[src/rtl/pci_tw_pkg.sv]
// Package: shared types and command codes for the PCI memory write target.
// Assumes bus command values as sampled on cbe[3:0] in the address phase.
package pci_tw_pkg;

    typedef enum logic [1:0] {
        TW_IDLE = 2'd0,
        TW_DATA = 2'd1,
        TW_TURN = 2'd2
    } tw_state_e;

    localparam logic [3:0] CMD_MEM_WR     = 4'b0111;
    localparam logic [3:0] CMD_MEM_WR_INV = 4'b1111;

    // True for the two memory write command codes.
    function automatic logic is_mem_write(input logic [3:0] cmd);
        return (cmd == CMD_MEM_WR) || (cmd == CMD_MEM_WR_INV);
    endfunction

endpackage

[src/rtl/tw_bar_decode.sv]
// Module: combinational window and command decode for the address phase.
// Assumes bar_base is aligned to 2**BAR_LOG2; its low bits are ignored.
module tw_bar_decode #(
    parameter int ADDR_W   = 32,
    parameter int BAR_LOG2 = 12
) (
    input  logic [ADDR_W-1:0] addr,
    input  logic [3:0]        cmd,
    input  logic [ADDR_W-1:0] bar_base,
    output logic              claim
);
    import pci_tw_pkg::*;

    localparam int TAG_W = ADDR_W - BAR_LOG2;

    logic [TAG_W-1:0] addr_tag;
    logic [TAG_W-1:0] base_tag;

    // Select the upper address bits that identify the window.
    always_comb begin
        addr_tag = addr[ADDR_W-1:BAR_LOG2];
        base_tag = bar_base[ADDR_W-1:BAR_LOG2];
    end

    // Claim only memory writes that land in the window.
    always_comb begin
        claim = (addr_tag == base_tag) && is_mem_write(cmd);
    end

endmodule

[src/rtl/tw_burst_addr.sv]
// Module: burst address counter for the local write port.
// Assumes load and step are never high in the same cycle.
module tw_burst_addr #(
    parameter int ADDR_W = 32
) (
    input  logic              clk,
    input  logic              rst_n,
    input  logic              load,
    input  logic [ADDR_W-1:0] load_addr,
    input  logic              step,
    input  logic              wide,
    output logic [ADDR_W-1:0] addr
);
    localparam logic [ADDR_W-1:0] STEP_WIDE   = ADDR_W'(8);
    localparam logic [ADDR_W-1:0] STEP_NARROW = ADDR_W'(4);

    // Load on claim, advance by transfer width on each completed phase.
    always_ff @(posedge clk) begin
        if (!rst_n) begin
            addr <= '0;
        end else if (load) begin
            addr <= load_addr;
        end else if (step) begin
            addr <= addr + (wide ? STEP_WIDE : STEP_NARROW);
        end
    end

endmodule

[src/rtl/tw_phase_ctrl.sv]
// Module: transaction state machine; owns claim, width and driver enables.
// Assumes frame_n, irdy_n and req64_n are sampled synchronously to clk.
module tw_phase_ctrl (
    input  logic clk,
    input  logic rst_n,
    input  logic frame_n,
    input  logic irdy_n,
    input  logic req64_n,
    input  logic hit,
    input  logic wr_ready,
    output logic load,
    output logic fire,
    output logic wide,
    output logic in_data,
    output logic devsel_n,
    output logic trdy_n,
    output logic ack64_n,
    output logic tgt_oe,
    output logic wide_oe
);
    import pci_tw_pkg::*;

    tw_state_e state_q;
    tw_state_e state_d;
    logic      frame_q;
    logic      addr_phase;

    // Remember last sampled frame_n to find the first address clock.
    always_ff @(posedge clk) begin
        if (!rst_n) frame_q <= 1'b1;
        else        frame_q <= frame_n;
    end

    // Address phase: frame newly asserted while no cycle is in progress.
    always_comb begin
        addr_phase = (state_q == TW_IDLE) && !frame_n && frame_q;
        load       = addr_phase && hit;
        in_data    = (state_q == TW_DATA);
        fire       = in_data && wr_ready && !irdy_n;
    end

    // Next-state logic.
    always_comb begin
        state_d = state_q;
        unique case (state_q)
            TW_IDLE: if (load)              state_d = TW_DATA;
            TW_DATA: if (fire && frame_n)   state_d = TW_TURN;
            TW_TURN:                        state_d = TW_IDLE;
            default:                        state_d = TW_IDLE;
        endcase
    end

    // State register.
    always_ff @(posedge clk) begin
        if (!rst_n) state_q <= TW_IDLE;
        else        state_q <= state_d;
    end

    // Width flag captured from req64_n in the address phase.
    always_ff @(posedge clk) begin
        if (!rst_n)    wide <= 1'b0;
        else if (load) wide <= !req64_n;
    end

    // Registered control line values and driver enables.
    always_ff @(posedge clk) begin
        if (!rst_n) begin
            devsel_n <= 1'b1;
            ack64_n  <= 1'b1;
            tgt_oe   <= 1'b0;
            wide_oe  <= 1'b0;
        end else begin
            unique case (state_d)
                TW_DATA: begin
                    devsel_n <= 1'b0;
                    ack64_n  <= load ? req64_n : ack64_n;
                    tgt_oe   <= 1'b1;
                    wide_oe  <= load ? !req64_n : wide_oe;
                end
                TW_TURN: begin
                    devsel_n <= 1'b1;
                    ack64_n  <= 1'b1;
                    tgt_oe   <= 1'b1;
                end
                default: begin
                    devsel_n <= 1'b1;
                    ack64_n  <= 1'b1;
                    tgt_oe   <= 1'b0;
                    wide_oe  <= 1'b0;
                end
            endcase
        end
    end

    // Target ready tracks the local port while in the data state.
    always_comb begin
        trdy_n = !(in_data && wr_ready);
    end

endmodule

[src/rtl/pci_memwr_target.sv]
// Module: top of the PCI memory write target. Decodes the address phase,
// claims hits, negotiates 64-bit width and feeds a local write port.
// Assumes bus inputs are already sampled; tri-state pads sit outside.
module pci_memwr_target #(
    parameter int BAR_LOG2 = 12
) (
    input  logic        clk,
    input  logic        rst_n,
    input  logic [31:0] bar_base,
    input  logic        frame_n,
    input  logic        irdy_n,
    input  logic        req64_n,
    input  logic [63:0] ad,
    input  logic [7:0]  cbe_n,
    output logic        devsel_n,
    output logic        trdy_n,
    output logic        stop_n,
    output logic        ack64_n,
    output logic        tgt_oe,
    output logic        wide_oe,
    output logic        wr_valid,
    input  logic        wr_ready,
    output logic [31:0] wr_addr,
    output logic [63:0] wr_data,
    output logic [7:0]  wr_be
);
    localparam int ADDR_W = 32;
    localparam int HALF_W = 32;
    localparam int LANE_N = 4;

    logic hit;
    logic load;
    logic fire;
    logic wide;
    logic in_data;

    tw_bar_decode #(
        .ADDR_W   (ADDR_W),
        .BAR_LOG2 (BAR_LOG2)
    ) u_dec (
        .addr     (ad[ADDR_W-1:0]),
        .cmd      (cbe_n[3:0]),
        .bar_base (bar_base),
        .claim    (hit)
    );

    tw_phase_ctrl u_ctrl (
        .clk      (clk),
        .rst_n    (rst_n),
        .frame_n  (frame_n),
        .irdy_n   (irdy_n),
        .req64_n  (req64_n),
        .hit      (hit),
        .wr_ready (wr_ready),
        .load     (load),
        .fire     (fire),
        .wide     (wide),
        .in_data  (in_data),
        .devsel_n (devsel_n),
        .trdy_n   (trdy_n),
        .ack64_n  (ack64_n),
        .tgt_oe   (tgt_oe),
        .wide_oe  (wide_oe)
    );

    tw_burst_addr #(
        .ADDR_W (ADDR_W)
    ) u_addr (
        .clk       (clk),
        .rst_n     (rst_n),
        .load      (load),
        .load_addr (ad[ADDR_W-1:0]),
        .step      (fire),
        .wide      (wide),
        .addr      (wr_addr)
    );

    // Stop is never used for writes in this block.
    always_comb begin
        stop_n = 1'b1;
    end

    // Present a phase to the local side while the master has data.
    always_comb begin
        wr_valid = in_data && !irdy_n;
    end

    // Lane gating: the upper half passes only in 64-bit cycles.
    always_comb begin
        wr_data[HALF_W-1:0] = ad[HALF_W-1:0];
        wr_data[63:HALF_W]  = wide ? ad[63:HALF_W] : '0;
        wr_be[LANE_N-1:0]   = ~cbe_n[LANE_N-1:0];
        wr_be[7:LANE_N]     = wide ? ~cbe_n[7:LANE_N] : '0;
    end

endmodule

[config.mk]
export PLATFORM = sky130hd
export DESIGN_NAME = pci_memwr_target
export DESIGN_NICKNAME = d
export VERILOG_FILES = /design/src/rtl/pci_tw_pkg.sv /design/src/rtl/tw_bar_decode.sv /design/src/rtl/tw_burst_addr.sv /design/src/rtl/tw_phase_ctrl.sv /design/src/rtl/pci_memwr_target.sv
export SDC_FILE = /design/constraint.sdc
export NUM_CORES = 1
export LEC_CHECK = 0
export BUFFER_PORTS_ARGS = -buffer_cell sky130_fd_sc_hd__buf_4
export CORE_MARGIN = 3
export CORE_UTILIZATION = 38
export DETAILED_ROUTE_END_ITERATION = 16
export GPL_ROUTABILITY_DRIVEN = 0
export PLACE_DENSITY = 0.85
export SLEW_MARGIN = 20
export SYNTH_ARGS = -nofsm -noshare
export SYNTH_HDL_FRONTEND = slang
export SYNTH_SLANG_ARGS = --single-unit
export TNS_END_PERCENT = 5
[constraint.sdc]
create_clock -name clk -period 2.56 [get_ports clk]
set_clock_uncertainty 0.2 [all_clocks]
set_input_delay 0.64 -clock clk [delete_from_list [all_inputs] [get_ports clk]]
set_output_delay 0.64 -clock clk [all_outputs]
set_load 0.01 [all_outputs]
==> qor.yml <==
fillCellCount: 703
endpoint_kind: "flip-flop"
fin_area_um2: 4860
power_mw: 1.34
cts_buffer_depth: 2
dieArea_um2: 9280
ys.flop_type: "dfxtp_1"
fin_tns_setup_ps: 0
hold_ws_ps: 281
route.detailed.wl_per_inst_um: 16.9
cts_tree: "yes"
hpwlAfterDp_um: 9230
clock-sinks: 40
synth_cell_types: 58
max_freq_mhz: 404
yosys_warnings: 0
vias: 3645
setup_viol: 0
finalNetCount: 699
peakVddDrop_mv: 0.194
drcViolationCount: 0
drtIter0Drc: 237
drv_cap: 0
n_antenna_cell: 0
path_class: "reg2reg"
yosys-top-cells-area: "dfxtp_1 (26%), buf_4 (8.0%), and2_1 (6.9%), xor2_1 (6.5%), nand3_1 (3.2%)"
syn_nets: 500
grt_overflow: 0
cp_max_fo: 3
synth_edf_count: 0
totalWireLength_um: 11600
power.density_cell_area_nw_per_um2: 277
ios: 221
ant_nets: 0
grt_start_max_net_pins: 34
grt_use_total_pct: 23.3
setup_ws_ps: 82.1
cp.required_ps: 2570
grt_setup_unrepaired: "false"
timing.final.crit_period_ps: 2480
cts_buffers: 5
placed_area_um2: 4750
via_per_inst: 5.31
drive_gt1_share_pct: 47.5
synth_top_area_share_pct: 25.8
die_h_um: 96.3
slew_headroom_pct: 66.2
clk_pin_slew_ps: 90
start_util_pct: 39.7
antenna_found_initial: 0
start_kind: "flip-flop"
period_share_pct: 96.8
post-place-ws_ps: -193
areaGrowthSynthToFinish_pct: 56.8
async_reset_ff_share_pct: 0
drv_slew: 0
worst_pin_slew_ps: 503
ys_seq_area_share_pct: 25.8
hold_viol_final: 0
syn_inst: 385
p_leak_nw: 2.18
cp.arrival_ps: 2480
num_rows: 32
synthesis.area_um2: 3100
portBuffers: 207
clk_latency_ps: 300
ys_ff_latch: 40
status: "finished clean"
synth_largest_area_cell: "dfxtp_1"
grt_pass1_wl_um: 17100
dr.pass1.iters: 5
root_buffer: "clkbuf_8"
fp.coreArea_um2: 7810
htreeDepth: 2
die_w_um: 96.3
grt_pass1_vias: 3430
hold_path.class: "reg2reg"
avgSynthCellArea_um2: 8.05
==> metal layers <==
metal  vias to the layer above  wire, um  global-route usage (%)  part of all wire, %
met5                         -         0                       0                    0
met1                      1713      4870                    30.9                   42
met3                        10       894                    5.16                  7.7
met2                       168      5720                    38.3                   49
li1                       1754         -                       -                    -
met4                         0       102                    5.61                 0.88
==> layout by cell type, fill, tap and decap left out, drive strengths merged, types with 4 or more instances in the layout <==
master	n
a21oi	14
or3	6
nand2	16
and2	34
nand3	20
nor2	19
buf	247
dfxtp	40
clkbuf	6
xor2	23
and3	5
nor4	14
o211ai	5
xnor2	11
inv	19
o221ai	4
ha	4
nand4	13
o21ai	5
o31ai	4
or4	4
a31oi	11
nor3	19
a211oi	11
==> path summary, 6_finish.rpt <==
check / start / endpoint / slack, ps / cells after the start
max: u_ctrl.wide$_SDFFE_PN0P_ / u_addr.addr[20]$_SDFFE_PN0N_ / 80 / 9
min: u_ctrl.ack64_n$_SDFFE_PN1P_ / u_ctrl.ack64_n$_SDFFE_PN1P_ / 280 / 1
max reg2reg: u_ctrl.wide$_SDFFE_PN0P_ / u_addr.addr[20]$_SDFFE_PN0N_ / 80 / 9
min reg2reg: u_ctrl.ack64_n$_SDFFE_PN1P_ / u_ctrl.ack64_n$_SDFFE_PN1P_ / 280 / 1
==> critical path, cell delays in order, from the launching register on <==
cell and delay [ps]:
dfxtp_1 330, inv_2 60, ha_1 160, inv_1 70, fa_2 350, and3b_1 250
nand2_1 100, or4_4 540, o211a_1 150, o21a_1 180
==> flip-flops by register name (all words and copies together), names as in the netlist <==
signal,cells
u_addr.addr,32
u_ctrl.ack64_n,1
u_ctrl.devsel_n,1
u_ctrl.frame_q,1
u_ctrl.state_q,2
u_ctrl.tgt_oe,1
u_ctrl.wide,1
u_ctrl.wide_oe,1
==> logic make-up (layout without fill, tap and decap cells) <==
family,count (synthesis),after routing,share of synthesized area (%)
AND/OR/NAND/NOR,161,161,31.2
AO/OA/AOI/OAI,70,70,17.1
flip-flops,40,40,25.8
adder cells (fa/ha/maj),5,5,2.26
buffers and inverters,74,274,13.9
other,1,1,0.121
XOR/XNOR,34,34,9.61
==> area by class of cell <==
type	count	area [um2]	share of cell area, %
well taps	102	128	2.63
flip-flops and latches	40	801	16.5
clock inverters	2	10.0	0.206
repair buffers	247	1880	38.7
clock buffers	6	82.6	1.70
inverters	19	71.3	1.47
multi-input cells	271	1890	38.8
==> through the flow <==
step / utilization (%) / instances
2_1_floorplan: - / 385
3_3_place_gp: 60.8 / 679
3_5_place_dp: 60.8 / 679
4_1_cts: 62.0 / 687
5_1_grt: 62.2 / 687
6_report: 62.2 / 687
==> repair_timing <==
item                                    in CTS  in global routing
hold buffers                                 0                  0
setup buffers                                0                  0
resized for setup                            1                  3
endpoints found under the setup margin       1                  7
gates cloned                                 0                  0
==> synthesized netlist by cell type (all sizes together), types with 4 or more instances <==
cell type and n:
nand3 20, o31ai 4, buf 41, o211ai 5
nand4 13, and3 5, o21ai 5, nor4 14
nor2 19, or3 6, clkbuf 14, inv 19
or4 4, ha 4, nand2 16, xnor2 11
xor2 23, a21oi 14, a211oi 11, a31oi 11
and2 34, nor3 19, dfxtp 40, o221ai 4
==> power by group <==
group / internal [mW] / leakage [nW] / switching, mW
clock network: 0.215 / 0.0510 / 0.236
registers: 0.622 / 0.322 / 0.000259
logic: 0.164 / 1.81 / 0.106
total: 1.00 / 2.18 / 0.342
(Power assumes the default switching activity.)
